[src/rtl/host_route_pkg.sv]
// Package: shared types and configuration register indices for the router.
// Assumes nothing beyond being compiled before the modules that import it.
package host_route_pkg;

    typedef enum logic [1:0] {
        REGION_DRAM  = 2'd0,
        REGION_FLASH = 2'd1,
        REGION_IOSUB = 2'd2
    } region_e;

    localparam int unsigned IDX_TOLM   = 0;
    localparam int unsigned IDX_TOHM   = 1;
    localparam int unsigned IDX_SHADOW = 2;
    localparam int unsigned IDX_APER0  = 4;

endpackage

[src/rtl/hr_cfg_regs.sv]
// Configuration register bank: low/high DRAM boundaries, shadow bit and one
// base/limit pair per root port. Written one register per cycle through a
// plain write strobe. Assumes ADDR_W > 32 and an index width wide enough for
// 4 + 2*NUM_PORTS entries.
module hr_cfg_regs
    import host_route_pkg::*;
#(
    parameter int ADDR_W    = 40,
    parameter int NUM_PORTS = 4,
    parameter int CFG_AW    = 4
) (
    input  logic              clk,
    input  logic              rst_n,
    input  logic              cfg_we,
    input  logic [CFG_AW-1:0] cfg_sel,
    input  logic [ADDR_W-1:0] cfg_wdata,
    output logic [ADDR_W-1:0] tolm,
    output logic [ADDR_W-1:0] tohm,
    output logic              shadow_en,
    output logic [ADDR_W-1:0] ap_base  [NUM_PORTS],
    output logic [ADDR_W-1:0] ap_limit [NUM_PORTS]
);

    localparam logic [ADDR_W-1:0] FOUR_G = ADDR_W'(1) << 32;

    // Global boundary and shadow registers.
    always_ff @(posedge clk) begin
        if (!rst_n) begin
            tolm      <= '0;
            tohm      <= FOUR_G;
            shadow_en <= 1'b0;
        end else if (cfg_we) begin
            if (cfg_sel == CFG_AW'(IDX_TOLM))   tolm      <= cfg_wdata;
            if (cfg_sel == CFG_AW'(IDX_TOHM))   tohm      <= cfg_wdata;
            if (cfg_sel == CFG_AW'(IDX_SHADOW)) shadow_en <= cfg_wdata[0];
        end
    end

    for (genvar p = 0; p < NUM_PORTS; p++) begin : g_aper
        localparam int unsigned BASE_IDX  = IDX_APER0 + 2 * p;
        localparam int unsigned LIMIT_IDX = BASE_IDX + 1;

        // Per-port window registers, reset to the disabled (limit < base) state.
        always_ff @(posedge clk) begin
            if (!rst_n) begin
                ap_base[p]  <= '1;
                ap_limit[p] <= '0;
            end else if (cfg_we) begin
                if (cfg_sel == CFG_AW'(BASE_IDX))  ap_base[p]  <= cfg_wdata;
                if (cfg_sel == CFG_AW'(LIMIT_IDX)) ap_limit[p] <= cfg_wdata;
            end
        end
    end

endmodule

[src/rtl/hr_region_decode.sv]
// Region classifier: decides whether a request is DRAM, flash or for the IO
// subsystem. Priority: IO space, legacy BIOS segments (shadow-controlled),
// top-of-4GB flash window, DRAM holes, then IO subsystem. Purely combinational.
module hr_region_decode
    import host_route_pkg::*;
#(
    parameter int ADDR_W     = 40,
    parameter int FLASH_LOG2 = 24
) (
    input  logic [ADDR_W-1:0] addr,
    input  logic              is_io,
    input  logic [ADDR_W-1:0] tolm,
    input  logic [ADDR_W-1:0] tohm,
    input  logic              shadow_en,
    output region_e           region
);

    localparam logic [ADDR_W-1:0] FOUR_G   = ADDR_W'(1) << 32;
    localparam logic [ADDR_W-1:0] LEG_LO   = ADDR_W'(32'h000E_0000);
    localparam logic [ADDR_W-1:0] LEG_HI   = ADDR_W'(32'h000F_FFFF);
    localparam logic [ADDR_W-1:0] FLASH_LO = FOUR_G - (ADDR_W'(1) << FLASH_LOG2);

    logic in_legacy, in_top_flash, in_low_dram, in_high_dram;

    // Range comparisons against fixed and programmed boundaries.
    always_comb begin
        in_legacy    = (addr >= LEG_LO) && (addr <= LEG_HI);
        in_top_flash = (addr >= FLASH_LO) && (addr < FOUR_G);
        in_low_dram  = (addr < tolm) && (addr < FOUR_G);
        in_high_dram = (addr >= FOUR_G) && (addr < tohm);
    end

    // Priority selection of the region.
    always_comb begin
        if (is_io)                           region = REGION_IOSUB;
        else if (in_legacy)                  region = shadow_en ? REGION_DRAM : REGION_FLASH;
        else if (in_top_flash)               region = REGION_FLASH;
        else if (in_low_dram || in_high_dram) region = REGION_DRAM;
        else                                 region = REGION_IOSUB;
    end

endmodule

[src/rtl/hr_aperture_claim.sv]
// Positive decode: compares an address to every root-port window (inclusive
// on both ends) and returns a one-hot claim with the lowest index winning.
// A window whose limit is below its base never matches. Combinational.
module hr_aperture_claim #(
    parameter int ADDR_W    = 40,
    parameter int NUM_PORTS = 4
) (
    input  logic [ADDR_W-1:0]    addr,
    input  logic [ADDR_W-1:0]    ap_base  [NUM_PORTS],
    input  logic [ADDR_W-1:0]    ap_limit [NUM_PORTS],
    output logic [NUM_PORTS-1:0] claim,
    output logic                 any_claim
);

    logic [NUM_PORTS-1:0] hit;

    for (genvar p = 0; p < NUM_PORTS; p++) begin : g_hit
        // Raw window match for port p; an inverted window stays silent.
        always_comb begin
            hit[p] = (ap_base[p] <= ap_limit[p]) &&
                     (addr >= ap_base[p]) && (addr <= ap_limit[p]);
        end
    end

    // Lowest-index priority pick.
    always_comb begin
        logic found;
        found = 1'b0;
        claim = '0;
        for (int i = 0; i < NUM_PORTS; i++) begin
            if (hit[i] && !found) begin
                claim[i] = 1'b1;
                found    = 1'b1;
            end
        end
        any_claim = found;
    end

endmodule

[src/rtl/host_addr_router.sv]
// Top: accepts one request per cycle, classifies it, and registers a single
// one-hot destination strobe with one cycle of latency. Configuration writes
// take effect for requests accepted after the write edge.
module host_addr_router
    import host_route_pkg::*;
#(
    parameter int ADDR_W     = 40,
    parameter int NUM_PORTS  = 4,
    parameter int CFG_AW     = 4,
    parameter int FLASH_LOG2 = 24
) (
    input  logic                 clk,
    input  logic                 rst_n,
    input  logic                 req_valid,
    output logic                 req_ready,
    input  logic [ADDR_W-1:0]    req_addr,
    input  logic                 req_write,
    input  logic                 req_io,
    input  logic                 cfg_we,
    input  logic [CFG_AW-1:0]    cfg_sel,
    input  logic [ADDR_W-1:0]    cfg_wdata,
    output logic                 rt_valid,
    output logic [ADDR_W-1:0]    rt_addr,
    output logic                 rt_write,
    output logic                 rt_dram,
    output logic                 rt_flash,
    output logic [NUM_PORTS-1:0] rt_rp,
    output logic                 rt_sb
);

    logic [ADDR_W-1:0]    tolm, tohm;
    logic                 shadow_en;
    logic [ADDR_W-1:0]    ap_base  [NUM_PORTS];
    logic [ADDR_W-1:0]    ap_limit [NUM_PORTS];
    region_e              region;
    logic [NUM_PORTS-1:0] claim;
    logic                 any_claim;
    logic                 ready_q;
    logic                 accept;

    hr_cfg_regs #(
        .ADDR_W(ADDR_W), .NUM_PORTS(NUM_PORTS), .CFG_AW(CFG_AW)
    ) cfg_i (
        .clk(clk), .rst_n(rst_n), .cfg_we(cfg_we), .cfg_sel(cfg_sel),
        .cfg_wdata(cfg_wdata), .tolm(tolm), .tohm(tohm),
        .shadow_en(shadow_en), .ap_base(ap_base), .ap_limit(ap_limit)
    );

    hr_region_decode #(
        .ADDR_W(ADDR_W), .FLASH_LOG2(FLASH_LOG2)
    ) region_i (
        .addr(req_addr), .is_io(req_io), .tolm(tolm), .tohm(tohm),
        .shadow_en(shadow_en), .region(region)
    );

    hr_aperture_claim #(
        .ADDR_W(ADDR_W), .NUM_PORTS(NUM_PORTS)
    ) claim_i (
        .addr(req_addr), .ap_base(ap_base), .ap_limit(ap_limit),
        .claim(claim), .any_claim(any_claim)
    );

    // Ready comes up on the first cycle after reset and stays up.
    always_ff @(posedge clk) begin
        if (!rst_n) ready_q <= 1'b0;
        else        ready_q <= 1'b1;
    end

    assign req_ready = ready_q;
    assign accept    = req_valid && ready_q;

    // Registered routing decision; strobes are cleared on idle cycles.
    always_ff @(posedge clk) begin
        if (!rst_n) begin
            rt_valid <= 1'b0;
            rt_addr  <= '0;
            rt_write <= 1'b0;
            rt_dram  <= 1'b0;
            rt_flash <= 1'b0;
            rt_rp    <= '0;
            rt_sb    <= 1'b0;
        end else begin
            rt_valid <= accept;
            if (accept) begin
                rt_addr  <= req_addr;
                rt_write <= req_write;
                rt_dram  <= (region == REGION_DRAM);
                rt_flash <= (region == REGION_FLASH);
                rt_rp    <= (region == REGION_IOSUB) ? claim : '0;
                rt_sb    <= (region == REGION_IOSUB) && !any_claim;
            end else begin
                rt_dram  <= 1'b0;
                rt_flash <= 1'b0;
                rt_rp    <= '0;
                rt_sb    <= 1'b0;
            end
        end
    end

endmodule

[config.mk]
export PLATFORM = sky130hd
export DESIGN_NAME = host_addr_router
export DESIGN_NICKNAME = d
export VERILOG_FILES = /design/src/rtl/host_route_pkg.sv /design/src/rtl/hr_cfg_regs.sv /design/src/rtl/hr_region_decode.sv /design/src/rtl/hr_aperture_claim.sv /design/src/rtl/host_addr_router.sv
export SDC_FILE = /design/constraint.sdc
export NUM_CORES = 2
export LEC_CHECK = 0
export BUFFER_PORTS_ARGS = -buffer_cell sky130_fd_sc_hd__buf_4
export CORE_MARGIN = 4
export CORE_UTILIZATION = 45
export DETAILED_ROUTE_END_ITERATION = 10
export PLACE_DENSITY = 0.68
export SYNTH_ARGS = -nofsm -noshare
export SYNTH_HDL_FRONTEND = slang
export SYNTH_SLANG_ARGS = --single-unit
[constraint.sdc]
create_clock -name clk -period 2.5 [get_ports clk]
set_clock_uncertainty 0.15 [all_clocks]
set_input_delay 0.25 -clock clk [delete_from_list [all_inputs] [get_ports clk]]
set_output_delay 0.25 -clock clk [all_outputs]
set_load 0.005 [all_outputs]
* Yosys cells after proc, flatten, opt, wreduce, memory -nomap -nowiden
Cells that the tools add are included.
Word-level totals: logic and storage cells 100, flip-flop bits (word level) 451
Operators by class: multiplexer cells 13, equal/unequal tests 12, magnitude comparators 19, reduce and logical (&&, ||, !) cells 37
Operator list (count):
- $le A40 B40 Y1 | 8
- $ge A40 B40 Y1 | 4
- $lt A40 B40 Y1 | 2
- $ge A40 B20 Y1 const B | 1
- $ge A40 B32 Y1 const B | 1
- $ge A40 B33 Y1 const B | 1
- $le A40 B20 Y1 const B | 1
- $lt A40 B33 Y1 const B | 1
- $reduce_and A2 Y1 | 12
- $logic_and A1 B1 Y1 | 17
- $eq A4 B3 Y1 const B | 4
- $eq A4 B4 Y1 const B | 4
- $mux W1 | 9
- $mux W2 | 4
- $eq A4 B1 Y1 const B | 1
- $eq A4 B2 Y1 const B | 1
- $logic_not A1 Y1 | 4
- $logic_not A4 Y1 | 1
- $reduce_and A3 Y1 | 1
- $eq A2 B1 Y1 const B | 1
- $eq A2 B2 Y1 const B | 1
- $logic_not A2 Y1 | 1
- $logic_or A1 B1 Y1 | 1

* Logic depth before layout (Yosys ltp)
word-level depth 15, depth in mapped cells 11

* Cells and area by module
From an unflattened synthesis, not the netlist that was laid out.
Unflattened totals: cells, all modules 3424, area total of the unflattened synthesis 30464.2 µm²
Modules (own cells, without submodules):
- hr_cfg_regs | sequential area each 8027.7 µm², instances 1, cells each 1398, area each 15016.9 µm²
- hr_aperture_claim | sequential area each 0.0 µm², instances 1, cells each 1528, area each 11402.2 µm²
- hr_region_decode | sequential area each 0.0 µm², instances 1, cells each 291, area each 2067.0 µm²
- host_addr_router | sequential area each 1001.0 µm², instances 1, cells each 207, area each 1978.1 µm²

* Least setup slack after synthesis
OpenSTA, ideal clock, no wires.
path type reg2reg, start register cfg_i.ap_limit[155] in the netlist's numbering, end register rt_sb, path buffers 0, setup time 0.115 ns, period minus slack after synthesis 2.412 ns, stages on the path, launching flop included 10, arrival time 2.147 ns, setup slack 0.088 ns, path through dfxtp_1 > inv_1 > ha_1 > nand4_1 > nor4_2 > nand2_1 > or4_1 > a211oi_2 > nor4_2 > and2_1
On the way: word-level cells in the longest chain between the ends 15
Ends and longest elaborated chain:
- from (decl) | line hr_cfg_regs.sv:21 | output logic [ADDR_W-1:0] ap_limit [NUM_PORTS]
- from (signal, indexed assignment) | line hr_cfg_regs.sv:50 | if (cfg_sel == CFG_AW'(LIMIT_IDX)) ap_limit[p] <= cfg_wdata;
- $le A40 B40 Y1 | line hr_aperture_claim.sv:20 | hit[p] = (ap_base[p] <= ap_limit[p]) &&
- $logic_and A1 B1 Y1 | line hr_aperture_claim.sv:20
- $logic_and A1 B1 Y1 (*) | line hr_aperture_claim.sv:21 | (addr >= ap_base[p]) && (addr <= ap_limit[p]);
- $mux W1 (*) | line hr_aperture_claim.sv:31 | if (hit[i] && !found) begin
- $logic_not A1 Y1 | line hr_aperture_claim.sv:31
- $logic_and A1 B1 Y1 | line hr_aperture_claim.sv:31
- $mux W1 (*) | line hr_aperture_claim.sv:31
- $logic_not A1 Y1 | line hr_aperture_claim.sv:31
- $logic_and A1 B1 Y1 | line hr_aperture_claim.sv:31
- $mux W1 (*) | line hr_aperture_claim.sv:31
- $logic_not A1 Y1 | line hr_aperture_claim.sv:31
- $logic_and A1 B1 Y1 | line hr_aperture_claim.sv:31
- $mux W1 (*) | line hr_aperture_claim.sv:31
- $logic_not A1 Y1 (*) | line host_addr_router.sv:90 | rt_sb <= (region == REGION_IOSUB) && !any_claim;
- $logic_and A1 B1 Y1 (*) | line host_addr_router.sv:90
- to (signal assigned) | line host_addr_router.sv:90
- to (decl) | line host_addr_router.sv:28 | output logic rt_sb
Mark *: on every way between the ends. The rest lies on a longest branch, timed or not. A chain may end at the register's enable or synchronous reset.

* Worst setup path after layout
start register cfg_i.ap_base[5] in the netlist's numbering, end register rt_sb
On the way: word-level cells in the longest chain between the ends 7
Ends and longest elaborated chain:
- from (decl) | line hr_cfg_regs.sv:20 | output logic [ADDR_W-1:0] ap_base [NUM_PORTS],
- from (signal, indexed assignment) | line hr_cfg_regs.sv:49 | if (cfg_sel == CFG_AW'(BASE_IDX)) ap_base[p] <= cfg_wdata;
- $le A40 B40 Y1 / $ge A40 B40 Y1 (equally long branches) | line hr_aperture_claim.sv:20, hr_aperture_claim.sv:21
- $logic_and A1 B1 Y1 (*) | line hr_aperture_claim.sv:20
- $logic_and A1 B1 Y1 (*) | line hr_aperture_claim.sv:21
- $logic_and A1 B1 Y1 (*) | line hr_aperture_claim.sv:31
- $mux W1 (*) | line hr_aperture_claim.sv:31
- $logic_not A1 Y1 (*) | line host_addr_router.sv:90
- $logic_and A1 B1 Y1 (*) | line host_addr_router.sv:90
Marks and branches as above.

==> metrics <==
layout cells sized above 1=about a fifth; Sum Neg Setup Slack=-1.30 ns; relative slew slack=between 40% and 50%; Syn Area/Cell=approximately 8.1 sq um; WHS=approximately 0.027 ns; Die Y-Extent=264 um; power per cell area=~490 nW/um^2; Max Slew Vio Count=0; commonest cells after routing, fill and taps aside=803 x nand2_1, 535 x ha_1, 531 x buf_4, 419 x dfxtp_1, 389 x inv_1; GRT Resource Usage Total=26.9%; num rows=93; Placed Area=~34000 sq um; Synth Area in Adders=between 20% and 30%; Starting Density=between 40% and 50%; Synth Instances=about 3600; period utilization=113%; Critical Path Source Type=register; CTS tree=built; FF+latch area=between 9000 and 10000 sq um; Netlist cell types=65; final setup fails=6; Worst path slowest cell=a221o_1; multiplexer share of the synthesized area=0%; DPL Wire Length=between 60000 and 70000 um; num ports=140; core footprint=around 65000 sq um; Max stage delay on crit path=between 0.4 and 0.5 ns; via count=~27000; first-pass GRT wire length=151000 um; post-synthesis xor/xnor area fraction=0%; clk root buf=clkbuf_16; WL/cell=19.1 um; Post-Route WL=between 90000 and 100000 um; clock buffers created by TritonCTS=53; register area share after synthesis=about 31%; fill count=5694; area fraction in compound gates after synthesis=a little over a fifth; maxcap violations=0; endpoints failing hold=0; RSZ-0062 raised after global routing=true; number of global-route vias before repair=around 27000; global route overflow=0; failing checks=setup timing; Max VDD drop=approximately 0.00043 V; asr flop ratio synth=0%; routability cong.=between 0.9 and 1; commonest non-fill, non-tap cell in the layout=nand2_1; final net count=4788; r2r worst-path depth=10; largest net degree at the start of global routing=150; Max clock buf depth=3; CP Max Fanout=2; final instance area=~38000 sq um; routed vias/inst=5.46; Peak Freq=353 MHz; Syn. warnings=0; final setup margin=-0.331 ns; CP Capture Type=register; Die Width=264 um; IO buf count=between 100 and 150; simple-gate portion of the synthesized area=between 10% and 20%; Area growth syn-to-layout=28.2%; Worst-Margin Slew=0.757 ns; Hold Path Depth=4; top_reg_cell synth=dfxtp_1; area occupied by multi-input gates=19000 sq um; LEAKAGE=16.5 nW; final worst path period need=approximately 2.8 ns; DRC violations left=0; initial antenna violation count=2; largest family of logic cells by synthesized area=adder cells; CTS Sinks=approximately 450; Place WS=-0.747 ns; WS Path Type=reg -> reg; required time of the critical path=between 2 and 3 ns; post-route ant nets=0; status=complete, but fails checks; DRT Pass-1 Iters=7; Critical Path, Cell by Cell=inv_1, ha_1, a2111o_1, a31oi_1, o21ai_1, a221o_1, a221oi_4, o211ai_1, o221ai_1, and2_1; Mapped Area=29400 sq um; Post-Syn Nets=~4300; worst hold-check path type=in -> reg; Synth Register Bits=around 450; Worst-Skew Late Latency=0.62 ns; Iter 0 DRT Violations=approximately 2200; Post-synth EDFFs=0; Clock Pin Slew Worst Setup and Hold Paths=roughly 0.06 ns; critical path arrival=between 3 and 4 ns; htree depth=2; die area=about 70000 sq um
-- through the flow --
stage	total power, W	util [%]	instances
finish	0.0184	58.4	5033
global route	0.0191	58.4	5032
CTS	0.0184	57.8	5024
detailed placement	0.00992	53.0	4844
global placement	0.00988	53.0	4844
floorplan	0.00876	-	3629
-- what timing repair did --
action / 4_1_cts / 5_1_grt
hold buffers: 85 / 0
gates resized for setup: 90 / 61
pin swaps: 40 / 32
endpoints found under the hold margin: 444 / 0
setup endpoints to repair: 6 / 6
buffers inserted: 5 / 8
-- area by class of cell --
type / count / share of cell area (%)
multi-input cells: 2594 / 50.3
clock inverters: 16 / 0.790
repair buffers: 637 / 13.9
flip-flops and latches: 451 / 24.0
diodes: 1 / 0.00664
clock buffers: 76 / 4.12
well taps: 855 / 2.84
inverters: 403 / 4.01
-- path summary, 6_finish.rpt --
path | start | to | slack (ns)
hold / removal | req_addr[3] | rt_addr[3] | 0.03
setup / recovery | cfg_i.ap_base[5] | rt_sb | -0.33
hold reg to reg | cfg_i.tolm[31] | cfg_i.tolm[31] | 0.31
setup reg to reg | cfg_i.ap_base[5] | rt_sb | -0.33
-- sequential cells by signal, summed over array words and instances, names as in the netlist --
signal           flops
rt_dram              1
rt_addr             40
rt_valid             1
req_ready            1
rt_sb                1
rt_rp                4
cfg_i.ap_base      160
cfg_i.tolm          40
rt_write             1
cfg_i.ap_limit     160
cfg_i.tohm          40
cfg_i.shadow_en      1
rt_flash             1
-- routing by layer --
| layer | share of wire (%) | vias up | routed length (um) | global-route usage, % |
|---|---|---|---|---|
| met4 | 4.0 | 2 | 3860 | 9.82 |
| met3 | 6.6 | 216 | 6330 | 3.88 |
| li1 | - | 13600 | - | - |
| met1 | 45 | 12900 | 43400 | 36.7 |
| met2 | 44 | 780 | 42600 | 43.3 |
| met5 | 0.0073 | - | 7 | 0 |
-- critical path: cells and delay by family (launching register included) --
kind,cells,cell delay [ns]
buf+inv,1,0.06
compound gates,7,1.75
simple gates,1,0.20
flops,1,0.34
fa+ha+maj,1,0.29
-- report_power, final --
group / total, W / internal [W] / switching, W
combinational: 0.00260 / 0.00117 / 0.00143
clock: 0.00838 / 0.00511 / 0.00327
sequential: 0.00741 / 0.00733 / 0.0000778
total: 0.0184 / 0.0136 / 0.00478
-- cells in the mapped netlist (all sizes together) (4+ instances only) --
cell type / instances / share of area, %
nor3: 25 / 0.44
nor4b: 4 / 0.12
o21ai: 61 / 1.1
o21a: 10 / 0.26
nor4: 21 / 0.51
a31oi: 8 / 0.19
nand4: 112 / 2.4
nor2b: 22 / 0.47
clkbuf: 179 / 2.3
nand3: 38 / 0.66
or2: 4 / 0.085
and2: 5 / 0.11
and3: 4 / 0.085
o41ai: 6 / 0.20
inv: 403 / 5.1
a2111oi: 6 / 0.24
nor2: 62 / 0.79
a21oi: 173 / 3.0
a221oi: 10 / 0.32
a21o: 116 / 3.0
o211ai: 173 / 4.4
ha: 558 / 24
nand2b: 8 / 0.17
a21boi: 287 / 7.3
nand2: 808 / 10
a211oi: 22 / 0.58
dfxtp: 451 / 31
and4: 8 / 0.24
a211o: 4 / 0.12
-- cell families after synthesis --
| group | after synthesis |
|---|---|
| DFF | 451 |
| buffers and inverters | 584 |
| AOI/OAI and AO/OA | 903 |
| and+or+nand+nor | 1133 |
| adders and majority gates | 558 |
(Power assumes the default switching activity.)
